File: config.mk
export PLATFORM = sky130hd
export DESIGN_NAME = gp_reload_timer
export DESIGN_NICKNAME = d
export VERILOG_FILES = /design/src/rtl/gp_timer_pkg.sv /design/src/rtl/tmr_prescaler.sv /design/src/rtl/tmr_core.sv /design/src/rtl/tmr_capture.sv /design/src/rtl/tmr_outgen.sv /design/src/rtl/gp_reload_timer.sv
export SDC_FILE = /design/constraint.sdc
export NUM_CORES = 1
export LEC_CHECK = 0
export BUFFER_PORTS_ARGS = -buffer_cell sky130_fd_sc_hd__buf_2
export CORE_MARGIN = 2
export CORE_UTILIZATION = 45
export DETAILED_ROUTE_END_ITERATION = 12
export SLEW_MARGIN = 20
export SYNTH_ARGS = -nofsm -noshare
export SYNTH_HDL_FRONTEND = slang
export SYNTH_SLANG_ARGS = --single-unit
File: constraint.sdc
create_clock -name clk -period 4.2 [get_ports clk]
set_input_delay 0.42 -clock clk [delete_from_list [all_inputs] [get_ports clk]]
set_output_delay 0.42 -clock clk [all_outputs]
set_load 0.01 [all_outputs]
File: src/rtl/gp_timer_pkg.sv
package gp_timer_pkg;
  localparam int PRE_W = 3;

  localparam logic [2:0] ADDR_CTRL  = 3'd0;
  localparam logic [2:0] ADDR_COUNT = 3'd1;
  localparam logic [2:0] ADDR_LOAD  = 3'd2;
  localparam logic [2:0] ADDR_TRIG  = 3'd3;
  localparam logic [2:0] ADDR_MATCH = 3'd4;
  localparam logic [2:0] ADDR_STAT  = 3'd5;

  typedef enum logic [1:0] {
    EDGE_OFF  = 2'b00,
    EDGE_RISE = 2'b01,
    EDGE_FALL = 2'b10,
    EDGE_BOTH = 2'b11
  } edge_e;

  typedef struct packed {
    logic             gpo;
    logic             cap_hold;
    logic             toggle;
    edge_e            edge_sel;
    logic             def_lvl;
    logic             cmp_en;
    logic             pre_en;
    logic [PRE_W-1:0] pre_val;
    logic             auto_rl;
    logic             start;
  } ctrl_t;

  function automatic ctrl_t decode_ctrl(input logic [14:0] w);
    ctrl_t c;
    c.start    = w[0];
    c.auto_rl  = w[1];
    c.pre_val  = w[4:2];
    c.pre_en   = w[5];
    c.cmp_en   = w[6];
    c.def_lvl  = w[7];
    c.edge_sel = edge_e'(w[9:8]);
    c.toggle   = w[12];
    c.cap_hold = w[13];
    c.gpo      = w[14];
    return c;
  endfunction
endpackage

File: src/rtl/tmr_prescaler.sv
module tmr_prescaler #(
  parameter int PRE_W = 3
) (
  input  logic             clk,
  input  logic             rst_n,
  input  logic             run,
  input  logic             pre_en,
  input  logic [PRE_W-1:0] pre_val,
  output logic             tick
);
  localparam int PCW = 1 << PRE_W;

  logic [PCW-1:0] pc_q;
  logic [PCW-1:0] lim;

  for (genvar i = 0; i < PCW; i++) begin : g_lim
    assign lim[i] = (PRE_W'(i) <= pre_val);
  end

  always_ff @(posedge clk or negedge rst_n) begin
    if (!rst_n)                     pc_q <= '0;
    else if (!run || !pre_en)       pc_q <= '0;
    else if (pc_q == lim)           pc_q <= '0;
    else                            pc_q <= pc_q + 1'b1;
  end

  assign tick = run && (!pre_en || (pc_q == lim));

  assert_tick_gap_R3: assert property (@(posedge clk) disable iff (!rst_n)
    (tick && pre_en) |=> (!tick || !pre_en));
endmodule

File: src/rtl/tmr_core.sv
module tmr_core #(
  parameter int WIDTH = 32
) (
  input  logic             clk,
  input  logic             rst_n,
  input  logic             tick,
  input  logic             cmp_en,
  input  logic             auto_rl,
  input  logic [WIDTH-1:0] load_val,
  input  logic [WIDTH-1:0] match_val,
  input  logic             wr_cnt,
  input  logic             wr_trig,
  input  logic [WIDTH-1:0] wr_val,
  output logic [WIDTH-1:0] cnt,
  output logic             ovf_evt,
  output logic             match_evt
);
  logic [WIDTH-1:0] cnt_q;
  logic [WIDTH-1:0] nxt;
  logic             step_en;
  logic             at_max;

  always_comb begin
    at_max    = &cnt_q;
    step_en   = tick && !wr_cnt && !wr_trig;
    nxt       = at_max ? (auto_rl ? load_val : '0) : cnt_q + 1'b1;
    ovf_evt   = step_en && at_max;
    match_evt = step_en && cmp_en && (nxt == match_val);
  end

  always_ff @(posedge clk or negedge rst_n) begin
    if (!rst_n)       cnt_q <= '0;
    else if (wr_cnt)  cnt_q <= wr_val;
    else if (wr_trig) cnt_q <= load_val;
    else if (step_en) cnt_q <= nxt;
  end

  assign cnt = cnt_q;

  assert_hold_R2: assert property (@(posedge clk) disable iff (!rst_n)
    (!tick && !wr_cnt && !wr_trig) |=> $stable(cnt));
  assert_reload_R4: assert property (@(posedge clk) disable iff (!rst_n)
    (ovf_evt && auto_rl) |=> (cnt == $past(load_val)));
  assert_trigger_R6: assert property (@(posedge clk) disable iff (!rst_n)
    wr_trig |=> (cnt == $past(load_val)));
endmodule

File: src/rtl/tmr_capture.sv
module tmr_capture #(
  parameter int WIDTH = 32
) (
  input  logic              clk,
  input  logic              rst_n,
  input  logic              cap_in,
  input  gp_timer_pkg::edge_e edge_sel,
  input  logic              hold,
  input  logic              flag_in,
  input  logic [WIDTH-1:0]  cnt,
  output logic              cap_evt,
  output logic [WIDTH-1:0]  cap_val
);
  import gp_timer_pkg::*;

  logic             prev_q;
  logic [WIDTH-1:0] val_q;
  logic             hit;

  always_comb begin
    unique case (edge_sel)
      EDGE_RISE: hit = cap_in && !prev_q;
      EDGE_FALL: hit = !cap_in && prev_q;
      EDGE_BOTH: hit = cap_in != prev_q;
      default:   hit = 1'b0;
    endcase
    cap_evt = hit && !(hold && flag_in);
  end

  always_ff @(posedge clk or negedge rst_n) begin
    if (!rst_n) begin
      prev_q <= 1'b0;
      val_q  <= '0;
    end else begin
      prev_q <= cap_in;
      if (cap_evt) val_q <= cnt;
    end
  end

  assign cap_val = val_q;

  assert_held_R12: assert property (@(posedge clk) disable iff (!rst_n)
    (hold && flag_in) |=> $stable(cap_val));
endmodule

File: src/rtl/tmr_outgen.sv
module tmr_outgen (
  input  logic clk,
  input  logic rst_n,
  input  logic run,
  input  logic tick,
  input  logic evt,
  input  logic def_lvl,
  input  logic toggle,
  input  logic gpo,
  output logic out
);
  logic tog_q;
  logic pulse_q;

  always_ff @(posedge clk or negedge rst_n) begin
    if (!rst_n) begin
      tog_q   <= 1'b0;
      pulse_q <= 1'b0;
    end else begin
      if (evt && toggle) tog_q <= !tog_q;
      if (!run)                 pulse_q <= 1'b0;
      else if (evt && !toggle)  pulse_q <= 1'b1;
      else if (tick)            pulse_q <= 1'b0;
    end
  end

  always_comb begin
    if (gpo)         out = def_lvl;
    else if (toggle) out = def_lvl ^ tog_q;
    else             out = def_lvl ^ pulse_q;
  end
endmodule

File: src/rtl/gp_reload_timer.sv
module gp_reload_timer #(
  parameter int WIDTH = 32
) (
  input  logic             clk,
  input  logic             rst_n,
  input  logic             wr_en,
  input  logic [2:0]       wr_addr,
  input  logic [WIDTH-1:0] wr_data,
  input  logic             cap_in,
  output logic [WIDTH-1:0] count_o,
  output logic [WIDTH-1:0] cap_val_o,
  output logic [2:0]       status_o,
  output logic             running_o,
  output logic             pwm_o
);
  import gp_timer_pkg::*;

  localparam int NFLAG = 3;

  ctrl_t            ctrl_q;
  logic [WIDTH-1:0] load_q;
  logic [WIDTH-1:0] match_q;
  logic [NFLAG-1:0] stat_q;
  logic [NFLAG-1:0] stat_set;
  logic             wr_ctrl, wr_cnt, wr_trig, wr_stat;
  logic             tick, ovf_evt, match_evt, cap_evt;
  logic [WIDTH-1:0] cnt;

  assign wr_ctrl = wr_en && (wr_addr == ADDR_CTRL);
  assign wr_cnt  = wr_en && (wr_addr == ADDR_COUNT);
  assign wr_trig = wr_en && (wr_addr == ADDR_TRIG);
  assign wr_stat = wr_en && (wr_addr == ADDR_STAT);

  always_ff @(posedge clk or negedge rst_n) begin
    if (!rst_n) begin
      ctrl_q  <= '0;
      load_q  <= '0;
      match_q <= '0;
    end else begin
      if (wr_ctrl)                           ctrl_q <= decode_ctrl(wr_data[14:0]);
      else if (ovf_evt && !ctrl_q.auto_rl)   ctrl_q.start <= 1'b0;
      if (wr_en && wr_addr == ADDR_LOAD)     load_q  <= wr_data;
      if (wr_en && wr_addr == ADDR_MATCH)    match_q <= wr_data;
    end
  end

  tmr_prescaler #(.PRE_W(PRE_W)) u_pre (
    .clk(clk), .rst_n(rst_n), .run(ctrl_q.start), .pre_en(ctrl_q.pre_en),
    .pre_val(ctrl_q.pre_val), .tick(tick)
  );

  tmr_core #(.WIDTH(WIDTH)) u_core (
    .clk(clk), .rst_n(rst_n), .tick(tick), .cmp_en(ctrl_q.cmp_en),
    .auto_rl(ctrl_q.auto_rl), .load_val(load_q), .match_val(match_q),
    .wr_cnt(wr_cnt), .wr_trig(wr_trig), .wr_val(wr_data),
    .cnt(cnt), .ovf_evt(ovf_evt), .match_evt(match_evt)
  );

  tmr_capture #(.WIDTH(WIDTH)) u_cap (
    .clk(clk), .rst_n(rst_n), .cap_in(cap_in), .edge_sel(ctrl_q.edge_sel),
    .hold(ctrl_q.cap_hold), .flag_in(stat_q[2]), .cnt(cnt),
    .cap_evt(cap_evt), .cap_val(cap_val_o)
  );

  tmr_outgen u_out (
    .clk(clk), .rst_n(rst_n), .run(ctrl_q.start), .tick(tick),
    .evt(ovf_evt || match_evt), .def_lvl(ctrl_q.def_lvl),
    .toggle(ctrl_q.toggle), .gpo(ctrl_q.gpo), .out(pwm_o)
  );

  assign stat_set = {cap_evt, match_evt, ovf_evt};

  for (genvar f = 0; f < NFLAG; f++) begin : g_flag
    always_ff @(posedge clk or negedge rst_n) begin
      if (!rst_n)           stat_q[f] <= 1'b0;
      else if (stat_set[f]) stat_q[f] <= 1'b1;
      else if (wr_stat && wr_data[f]) stat_q[f] <= 1'b0;
    end

    assert_sticky_R13: assert property (@(posedge clk) disable iff (!rst_n)
      (stat_q[f] && !(wr_stat && wr_data[f])) |=> stat_q[f]);
  end

  assign count_o   = cnt;
  assign status_o  = stat_q;
  assign running_o = ctrl_q.start;

  assert_oneshot_stop_R5: assert property (@(posedge clk) disable iff (!rst_n)
    (ovf_evt && !ctrl_q.auto_rl && !wr_ctrl) |=> !running_o);
  assert_gpo_level_R10: assert property (@(posedge clk) disable iff (!rst_n)
    ctrl_q.gpo |-> (pwm_o == ctrl_q.def_lvl));
  assert_no_match_R7: assert property (@(posedge clk) disable iff (!rst_n)
    !ctrl_q.cmp_en |-> !match_evt);
endmodule

==> results.yml, run 1 <==
status:
  outcome: "finished, final reports clean"
synthesis:
  synth_most_common_cell: "dfrtp_1"
  syn_inst: 907
  yosysUniqueCellTypes: 71
  async_reset_ff_frac: 1.000
  synth_area_per_cell_um2: 9.916
  ys_seq_area_frac: 0.4313
  ys.warnings.count: 0
  synth-edff-count: 0
  syn_nets: 950
  synth-main-ff-cell: "dfrtp_1"
  synth_seq_cells: 155
  ys_top_cells_by_area: "dfrtp_1, mux2_2, nand2_1"
  syn-cell-area_um2: 8994
  synth.top_cell.area_share: 0.4313
  synth_top_area_cell: "dfrtp_1"
  synth_common_cells: "dfrtp_1, mux2_2, nand2_1"
die:
  die_height_um: 145.4
  die_w_um: 145.4
  std_cell_rows: 51
  die_area_um2: 21130
  core_um2: 19530
  start_util: 0.4606
  ios: 108
clock_tree:
  cts_resized: 0
  cts_buffers: 17
  root_buffer: "clkbuf_16"
  cts_tree: "yes"
  postCtsSetupBuffers: 0
  clock-sinks: 155
  cts_hold_buf: 0
  htreeDepth: 4
  cts.path.max_buffers: 2
  clkSlewWorstSetupHoldPaths_ns: 0.06
  insertion_delay_ns: 0.44
timing:
  period_minus_slack_ns: 3.807
  fmax_ghz: 0.2627
  maxSlewViolCount: 0
  clock_skew_ns: 0.01237
  rsz0062_at_grt: "false"
  hold_viol: 0
  setup_viol: 0
  fin_crit_sh: 0.9064
  slew_headroom: 0.3529
  worst_slew_pin_slew_ns: 0.9707
  setup_tns_ns: 0
worst_setup_path:
  crit_type: "reg -> reg"
  critPathCaptureType: "flip-flop"
  reg2reg_to: "u_out.pulse_q$_DFFE_PN0P_"
  start_kind: "flip-flop"
  slowest_stage: "or4_4"
  timing.rr.start: "u_core.cnt[0]$_DFFE_PN0P_"
  worstPathCellList: "ha_1 > nand4_4 > or4_4 > nor2_8 > buf_4 > a21oi_1 > or4_4 > nor4_2 > nand3_1 > o21bai_1"
  critPathMaxStageDelay_ns: 0.73
  cpMostUsedCell: "or4_4"
  crit_arrival_ns: 4.16
  r2r_cells: 10
  rrSetupSlack_ns: 0.39
  required_ns: 4.56
  cp_max_fo: 22
  endpoint: "u_out.pulse_q$_DFFE_PN0P_"
  crit_start: "u_core.cnt[0]$_DFFE_PN0P_"
power:
  combinationalPowerShare: 0.321
  internal-power_mw: 3.770
  cellPowerDensity_nw_per_um2: 580.5
  p_sw_frac: 0.3785
  pwr-share-seq: 0.412
  peakVddDrop_mv: 0.3239
  p_leak_nw: 4.434
  p_sw_mw: 2.295
  pwr-share-clk: 0.267
global_routing:
  grt_pass1_vias: 7526
  grt_use_total: 0.2826
  grt_max_degree: 90
  grt_pass1_wl_um: 46200
  antenna_found_initial: 0
  overflow: 0
routing:
  drc_errors: 0
  wl_um: 29440
  vias_per_cell: 6.114
  detail_route.wl_per_cell_um: 23.05
  first_pass_iters: 5
  drtIter0Drc: 787
  ant_nets: 0
  vias: 7807
job:
  drv_cap: 0
placement:
  hpwl_um: 20700
  dp.cells: 1246
  io_buffers: 107
  place.gp.congestion: 0.9841
final_layout:
  fin_cells: 1277
  syn2layout_area_growth_pct: 16.18
  antenna_cells: 0
  drive_gt1_frac: 0.2836
  finalNetCount: 1043
hold_path:
  min_path_type: "in -> async"
## flip-flops by register name, summed over array words and instances (netlist names)
| register | count |
|---|---|
| u_out.tog_q | 1 |
| u_cap.cap_val | 32 |
| u_core.cnt | 32 |
| u_out.pulse_q | 1 |
| status_o | 3 |
| ctrl_q | 12 |
| u_pre.pc_q | 8 |
| running_o | 1 |
| match_q | 32 |
| u_cap.prev_q | 1 |
| load_q | 32 |
## critical path, delay by kind of cell (launching register included)
family	cells	cell delay, ns
simple gates	6	2.34
flops	1	0.49
fa+ha+maj	1	0.35
buf+inv	1	0.28
compound gates	2	0.27
## how the worst min path moves through the flow
stage / end / cells after the start / startpoint
after global routing: u_cap.prev_q$_DFF_PN0_ / 1 / cap_in
after global placement: status_o[1]$_DFFE_PN0P_ / 2 / status_o[1]$_DFFE_PN0P_
after floorplan: ctrl_q[10]$_DFFE_PN0P_ / 0 / rst_n
final: u_cap.cap_val[7]$_DFFE_PN0P_ / 1 / rst_n
after CTS: u_cap.cap_val[7]$_DFFE_PN0P_ / 1 / rst_n
after detailed placement: status_o[1]$_DFFE_PN0P_ / 2 / status_o[1]$_DFFE_PN0P_
## layer usage
layer | GRT usage | part of all wire | vias up
met5 | 0 | 0 | -
met4 | 0.07745 | 0.021 | 0
met3 | 0.04984 | 0.070 | 51
li1 | - | - | 3522
met2 | 0.4206 | 0.44 | 356
met1 | 0.4249 | 0.47 | 3878
## cells in the final DEF, fill, tap and decap left out, types with 5 or more instances in the layout
cell type / Yosys / layout
a22oi_1: 5 / 5
and3_1: 11 / 11
nor2_1: 47 / 47
nor3_1: 12 / 12
buf_4: 9 / 22
a31oi_1: 11 / 11
nor4_1: 8 / 8
a21oi_1: 47 / 46
nand4_1: 15 / 15
nand3_1: 40 / 40
nor2b_1: 14 / 14
o2111ai_1: 5 / 5
and4_1: 9 / 9
clkbuf_16: 0 / 17
a211oi_1: 18 / 18
mux2_2: 100 / 100
xor2_1: 21 / 21
o211ai_1: 13 / 13
dfrtp_1: 155 / 155
o22ai_1: 6 / 6
or3_1: 5 / 5
mux2i_1: 30 / 30
nand2_1: 100 / 100
buf_2: 12 / 106
nand2b_1: 8 / 8
inv_1: 22 / 22
o21ai_0: 35 / 35
xnor2_1: 23 / 23
## power groups by stage
| stage | Sequential (mW) | Combinational, mW | Clock [mW] |
|---|---|---|---|
| 6_report | 2.50 | 1.95 | 1.62 |
| 5_1_grt | 2.57 | 2.10 | 1.70 |
| 4_1_cts | 2.48 | 1.94 | 1.63 |
| 3_5_place_dp | 2.51 | 1.93 | 0 |
| 3_3_place_gp | 2.49 | 1.93 | 0 |
| 2_1_floorplan | 2.38 | 1.25 | 0 |
## area by class of cell
type / instances / area (µm²)
multi-input combinational: 674 / 4828
clock inverter: 10 / 140.1
sequential: 155 / 3879
tap: 265 / 331.6
inverter: 22 / 82.58
timing repair buffer: 130 / 726.9
clock buffer: 21 / 460.4
fill: 1801 / 9077
## logic make-up after synthesis
group / share of synthesized area
and+or+nand+nor: 0.1864
AOI/OAI and AO/OA: 0.1362
DFF: 0.4313
muxes: 0.1586
buffers and inverters: 0.03798
xor gates and xnor gates: 0.04285
adders and majority gates: 0.006678
## stage by stage
stage | hold WS [ns] | worst slack, ns | utilization | total power [mW] | instance area [µm²]
global placement | 0.4823 | 0.5808 | 0.5044 | 4.424 | 9848
finish | 0.06371 | 0.3931 | 0.5351 | 6.065 | 10450
detailed placement | 0.4735 | 0.4579 | 0.5044 | 4.436 | 9848
CTS | 0.09978 | 0.4495 | 0.5351 | 6.054 | 10450
global route | 0.1216 | 0.2305 | 0.5351 | 6.369 | 10450
floorplan | 0.1244 | 1.084 | - | 3.629 | 8994
(Power assumes the default switching activity.)
==> run 2, diff against run 1 <==
- ABC_AREA: unset -> 1
- REMOVE_ABC_BUFFERS: unset -> 1
==> results.yml, run 2 <==
clock_tree:
  cts_tree: "yes"
  root_buffer: "clkbuf_16"
  cts_resized: 0
  clkSlewWorstSetupHoldPaths_ns: 0.07
  insertion_delay_ns: 0.43
  htreeDepth: 4
  postCtsSetupBuffers: 0
  cts.path.max_buffers: 2
  clock-sinks: 155
  cts_hold_buf: 0
  cts_buffers: 17
placement:
  dp.cells: 1488
  place.gp.congestion: 0.9018
  hpwl_um: 17710
  io_buffers: 107
  place_ws_ns: 1.040
synthesis:
  synth_common_cells: "nand2_1, o21ai_0, dfrtp_1"
  synth-edff-count: 0
  synth_area_per_cell_um2: 7.222
  syn_inst: 1179
  synth.top_cell.area_share: 0.4555
  async_reset_ff_frac: 1.000
  ys.warnings.count: 0
  synth_most_common_cell: "nand2_1"
  syn-cell-area_um2: 8514
  ys_top_cells_by_area: "dfrtp_1, nand2_1, o21ai_0"
  yosysUniqueCellTypes: 37
  synth-main-ff-cell: "dfrtp_1"
  ys_seq_area_frac: 0.4555
  synth_top_area_cell: "dfrtp_1"
  synth_seq_cells: 155
final_layout:
  fin_util: 0.5301
  final_common_cell: "nand2_1"
  drive_gt1_frac: 0.1368
  layout_common_cells: "nand2_1, o21ai_0, dfrtp_1, inv_1, buf_2"
  antenna_cells: 0
  syn2layout_area_growth_pct: 16.08
  fin_cells: 1521
  fillers: 1883
  finalNetCount: 1317
die:
  core_um2: 18640
  start_util: 0.4567
  std_cell_rows: 50
  ios: 108
  die_height_um: 141.6
  die_w_um: 141.6
  die_area_um2: 20040
worst_setup_path:
  start_kind: "flip-flop"
  cp_max_fo: 21
  crit_arrival_ns: 3.55
  required_ns: 4.53
  critPathCaptureType: "flip-flop"
  crit_type: "reg -> reg"
job:
  drv_cap: 0
timing:
  fmax_ghz: 0.3105
  setup_viol: 0
  maxSlewViolCount: 0
  clock_skew_ns: 0.009445
  worst_slack_ns: 0.9795
  hold_ws_ns: 0.04114
  hold_viol: 0
  worst_slew_pin_slew_ns: 0.8576
  setup_tns_ns: 0
  rsz0062_at_grt: "false"
  fin_crit_sh: 0.7668
  slew_headroom: 0.4283
  period_minus_slack_ns: 3.221
routing:
  ant_nets: 0
  drc_errors: 0
  wl_um: 25300
  vias: 7956
  drtIter0Drc: 623
  detail_route.wl_per_cell_um: 16.63
  vias_per_cell: 5.231
  first_pass_iters: 6
power:
  cellPowerDensity_nw_per_um2: 614.5
  peakVddDrop_mv: 0.3440
  p_leak_nw: 4.985
global_routing:
  overflow: 0
  antenna_found_initial: 0
  grt_use_total: 0.2625
  grt_max_degree: 88
  grt_pass1_wl_um: 40510
  grt_pass1_vias: 7440
hold_path:
  min_path_type: "in -> async"
status:
  outcome: "finished, final reports clean"
## run 2: changes by cell type after synthesis, sizes merged, moves of 14 or more
cell    change
buf        -19
nand3b     +20
nand3      +17
mux2i      -30
nand2     +352
o21ai     +118
nor2b      -14
mux2       -99
a21oi      -31
nor2       +32
xnor2      -19
inv       +101
a211oi     -18
## run 2: metal layers
metal | share of wire | up-vias | track usage | wire [µm]
li1 | - | 3977 | - | -
met4 | 0.019 | 0 | 0.08368 | 490
met5 | 0 | - | 0 | 0
met1 | 0.45 | 3697 | 0.3531 | 11310
met2 | 0.47 | 250 | 0.4313 | 11870
met3 | 0.064 | 32 | 0.04961 | 1621
## run 2: worst paths after layout
path / from / endpoint / slack [ns] / cells past startpoint
worst max-delay path: u_core.cnt[0]$_DFFE_PN0P_ / u_out.tog_q$_DFFE_PN0P_ / 0.98 / 20
worst min-delay path: rst_n / load_q[8]$_DFFE_PN0P_ / 0.04 / 1
worst max register to register: u_core.cnt[0]$_DFFE_PN0P_ / u_out.tog_q$_DFFE_PN0P_ / 0.98 / 20
worst min register to register: u_cap.cap_val[3]$_DFFE_PN0P_ / u_cap.cap_val[3]$_DFFE_PN0P_ / 0.48 / 2
max in group asynchronous: rst_n / u_core.cnt[9]$_DFFE_PN0P_ / 3.10 / 2
min in group clk: cap_in / u_cap.prev_q$_DFF_PN0_ / 0.13 / 1
## run 2: layout make-up
| class | count | area [µm²] | area share |
|---|---|---|---|
| repair buffers | 121 | 650.6 | 0.06583 |
| flip-flops and latches | 155 | 3879 | 0.3925 |
| clock buffers | 19 | 452.9 | 0.04583 |
| inverters | 125 | 470.5 | 0.04760 |
| well taps | 234 | 292.8 | 0.02962 |
| multi-input cells | 854 | 3974 | 0.4021 |
| clock inverters | 13 | 163.9 | 0.01658 |
## run 2: logic make-up (layout without fill, tap and decap cells)
kind of cell / Yosys count / count (layout) / synth area share
flops: 155 / 155 / 0.4555
xor+xnor: 18 / 18 / 0.01852
compound gates: 202 / 202 / 0.1308
mux: 1 / 1 / 0.001322
simple gates: 629 / 629 / 0.3090
buf+inv: 170 / 278 / 0.07891
fa+ha+maj: 4 / 4 / 0.005878
## run 2: worst max-delay path, stage by stage, from the launching register on
cell	delay, ns
dfrtp_1	0.42
ha_1	0.21
nand2_1	0.09
nor2_4	0.18
nand2_4	0.11
nor2_8	0.27
nand2_2	0.37
inv_2	0.30
nand2_1	0.10
nand2_1	0.08
nand2_1	0.06
nand2_1	0.05
nand3_1	0.06
nor2_1	0.13
nand2_1	0.07
nor2_1	0.11
nand4_1	0.17
nand2_1	0.17
nand2_1	0.06
nand2_1	0.05
nand2_1	0.04
## run 2: power by group
group	total, mW	switching (mW)	internal [mW]
Sequential	2.36	0.442	1.92
Combinational	2.08	1.31	0.766
Clock	1.63	0.664	0.971
## run 2: metrics by stage
step | power [mW] | instance area [µm²]
3_5_place_dp | 4.448 | 9255
4_1_cts | 6.099 | 9872
6_report | 6.073 | 9883
5_1_grt | 6.510 | 9883
3_3_place_gp | 4.432 | 9255
2_1_floorplan | 3.599 | 8313
==> run 3, diff against run 2 <==
- PLACE_DENSITY: unset -> 0.67
- clock period: 4.2 -> 2.9 ns (I/O delays scaled with it)
==> results.yml, run 3 (synthesis results as in run 2) <==
routing:
  wl_um: 25110
  first_pass_iters: 5
  drc_errors: 0
  ant_nets: 0
  vias: 8160
  detail_route.wl_per_cell_um: 16.10
  vias_per_cell: 5.234
  drtIter0Drc: 575
worst_setup_path:
  required_ns: 3.22
  cp_max_fo: 10
  critPathTopFamily: "simple AND/OR/NAND/NOR gates"
  cpMostUsedCell: "nand2_1"
  crit_arrival_ns: 3.04
  start_kind: "flip-flop"
  crit_type: "reg -> reg"
  cp_num_buf_inv: 1
  critPathCaptureType: "flip-flop"
  critPathMaxStageDelay_ns: 0.40
  worstPathCellList: "ha_2 > nand2_1 > nor2_4 > nand2_4 > nor2_8 > nand2_8 > buf_4 > nand2_1 > nand2_1 > nand2_1 > nand4_1 > nor2_2 > nand2_1 > nor2_2 > nand4_1 > nand2_1 > nand2_1 > nand2_1 > nand2_1"
  slowest_stage: "dfrtp_1"
clock_tree:
  cts_buffers: 17
  clkSlewWorstSetupHoldPaths_ns: 0.06
  cts_tree: "yes"
  htreeDepth: 4
  cts.path.max_buffers: 2
  clock-sinks: 155
  root_buffer: "clkbuf_16"
  insertion_delay_ns: 0.43
timing:
  clock_skew_ns: 0.007712
  worst_slack_ns: 0.1846
  maxSlewViolCount: 0
  fmax_ghz: 0.3683
  period_minus_slack_ns: 2.715
  hold_viol: 0
  hold_ws_ns: 0.1286
  fin_crit_sh: 0.9364
  worst_slew_pin_slew_ns: 0.7878
  slew_headroom: 0.4735
  setup_viol: 0
global_routing:
  antenna_found_initial: 0
  grt_pass1_vias: 7813
  overflow: 0
  grt_use_total: 0.2625
  grt_pass1_wl_um: 41120
  grt_max_degree: 73
power:
  finalPower_mw: 9.087
  peakVddDrop_mv: 0.4943
  p_leak_nw: 5.172
  cellPowerDensity_nw_per_um2: 886.0
final_layout:
  fin_cells: 1559
  syn2layout_area_growth_pct: 20.46
  final_common_cell: "nand2_1"
  antenna_cells: 0
  layout_common_cells: "nand2_1, o21ai_0, dfrtp_1, inv_1, buf_2"
  drive_gt1_frac: 0.1638
  fin_util: 0.5501
  finalNetCount: 1357
die:
  die_height_um: 141.6
  core_um2: 18640
  die_w_um: 141.6
  std_cell_rows: 50
  die_area_um2: 20040
  start_util: 0.4567
  ios: 108
placement:
  io_buffers: 107
  hpwl_um: 18210
  place.gp.congestion: 0.9318
  dp.cells: 1523
  place_ws_ns: -0.02711
hold_path:
  min_path_type: "in -> reg"
status:
  outcome: "finished, final reports clean"
job:
  drv_cap: 0
[run 3: cell count changes in the layout (fill, tap and decap cells not counted), sizes merged]
| cell | before | now |
|---|---|---|
| bufinv | 3 | 4 |
| dlygate4sd3 | 0 | 2 |
| clkinv | 7 | 5 |
| clkbuf | 19 | 20 |
| buf | 121 | 159 |
| clkinvlp | 2 | 1 |
| inv | 126 | 125 |
[run 3: final cells by class]
type / instances / area [µm²]
Clock inverter: 10 / 167.7
Clock buffer: 20 / 446.7
Inverter: 125 / 474.2
Sequential cell: 155 / 3880
Tap cell: 234 / 292.8
Multi-Input combinational cell: 854 / 4018
Fill cell: 1841 / 8387
Timing Repair Buffer: 161 / 977.2
[run 3: path summary, 6_finish.rpt]
path                                              startpoint                      endpoint  slack, ns  cells after the start
max in group asynchronous                              rst_n         load_q[7]$_DFFE_PN0P_       1.66                      3
worst max-delay path               u_core.cnt[1]$_DFFE_PN0P_       u_out.tog_q$_DFFE_PN0P_       0.18                     19
worst min register to register  u_cap.cap_val[5]$_DFFE_PN0P_  u_cap.cap_val[5]$_DFFE_PN0P_       0.48                      2
min in group asynchronous                              rst_n     u_core.cnt[6]$_DFFE_PN0P_       0.45                      2
worst max register to register     u_core.cnt[1]$_DFFE_PN0P_       u_out.tog_q$_DFFE_PN0P_       0.18                     19
worst min-delay path                             wr_data[30]       match_q[30]$_DFFE_PN0P_       0.13                      3
[run 3: routing by layer]
metal | share of wire | wire [µm] | vias up | track usage
met4 | 0.023 | 570 | 0 | 0.08368
met5 | 0 | 0 | - | 0
li1 | - | - | 4049 | -
met2 | 0.47 | 11860 | 258 | 0.4354
met1 | 0.44 | 11170 | 3809 | 0.3458
met3 | 0.060 | 1506 | 44 | 0.05535
[run 3: report_power, final]
part | internal, mW | switching (mW)
clock network | 1.46 | 0.925
logic | 1.30 | 2.14
registers | 2.79 | 0.476
total | 5.55 | 3.54
[run 3: tightest hold or removal path, delay by kind of cell]
kind | cells | cell delay, ns
AOI/OAI and AO/OA | 1 | 0.07
buffers and inverters | 2 | 0.15
[run 3: timing repair]
action / in CTS / in global routing
hold buffers: 2 / 0
buffers inserted: 0 / 4
pin swaps: 0 / 4
gates resized for setup: 1 / 13
endpoints found under the setup margin: 2 / 3
endpoints found under the hold margin: 70 / 0
[run 3: metrics by stage]
| stage | setup TNS (ns) | area, µm² |
|---|---|---|
| 6_report | 0 | 10260 |
| 2_1_floorplan | -0.1437 | 8313 |
| 5_1_grt | -0.008448 | 10260 |
| 3_5_place_dp | -0.02711 | 9543 |
| 4_1_cts | 0 | 10180 |
| 3_3_place_gp | 0 | 9543 |
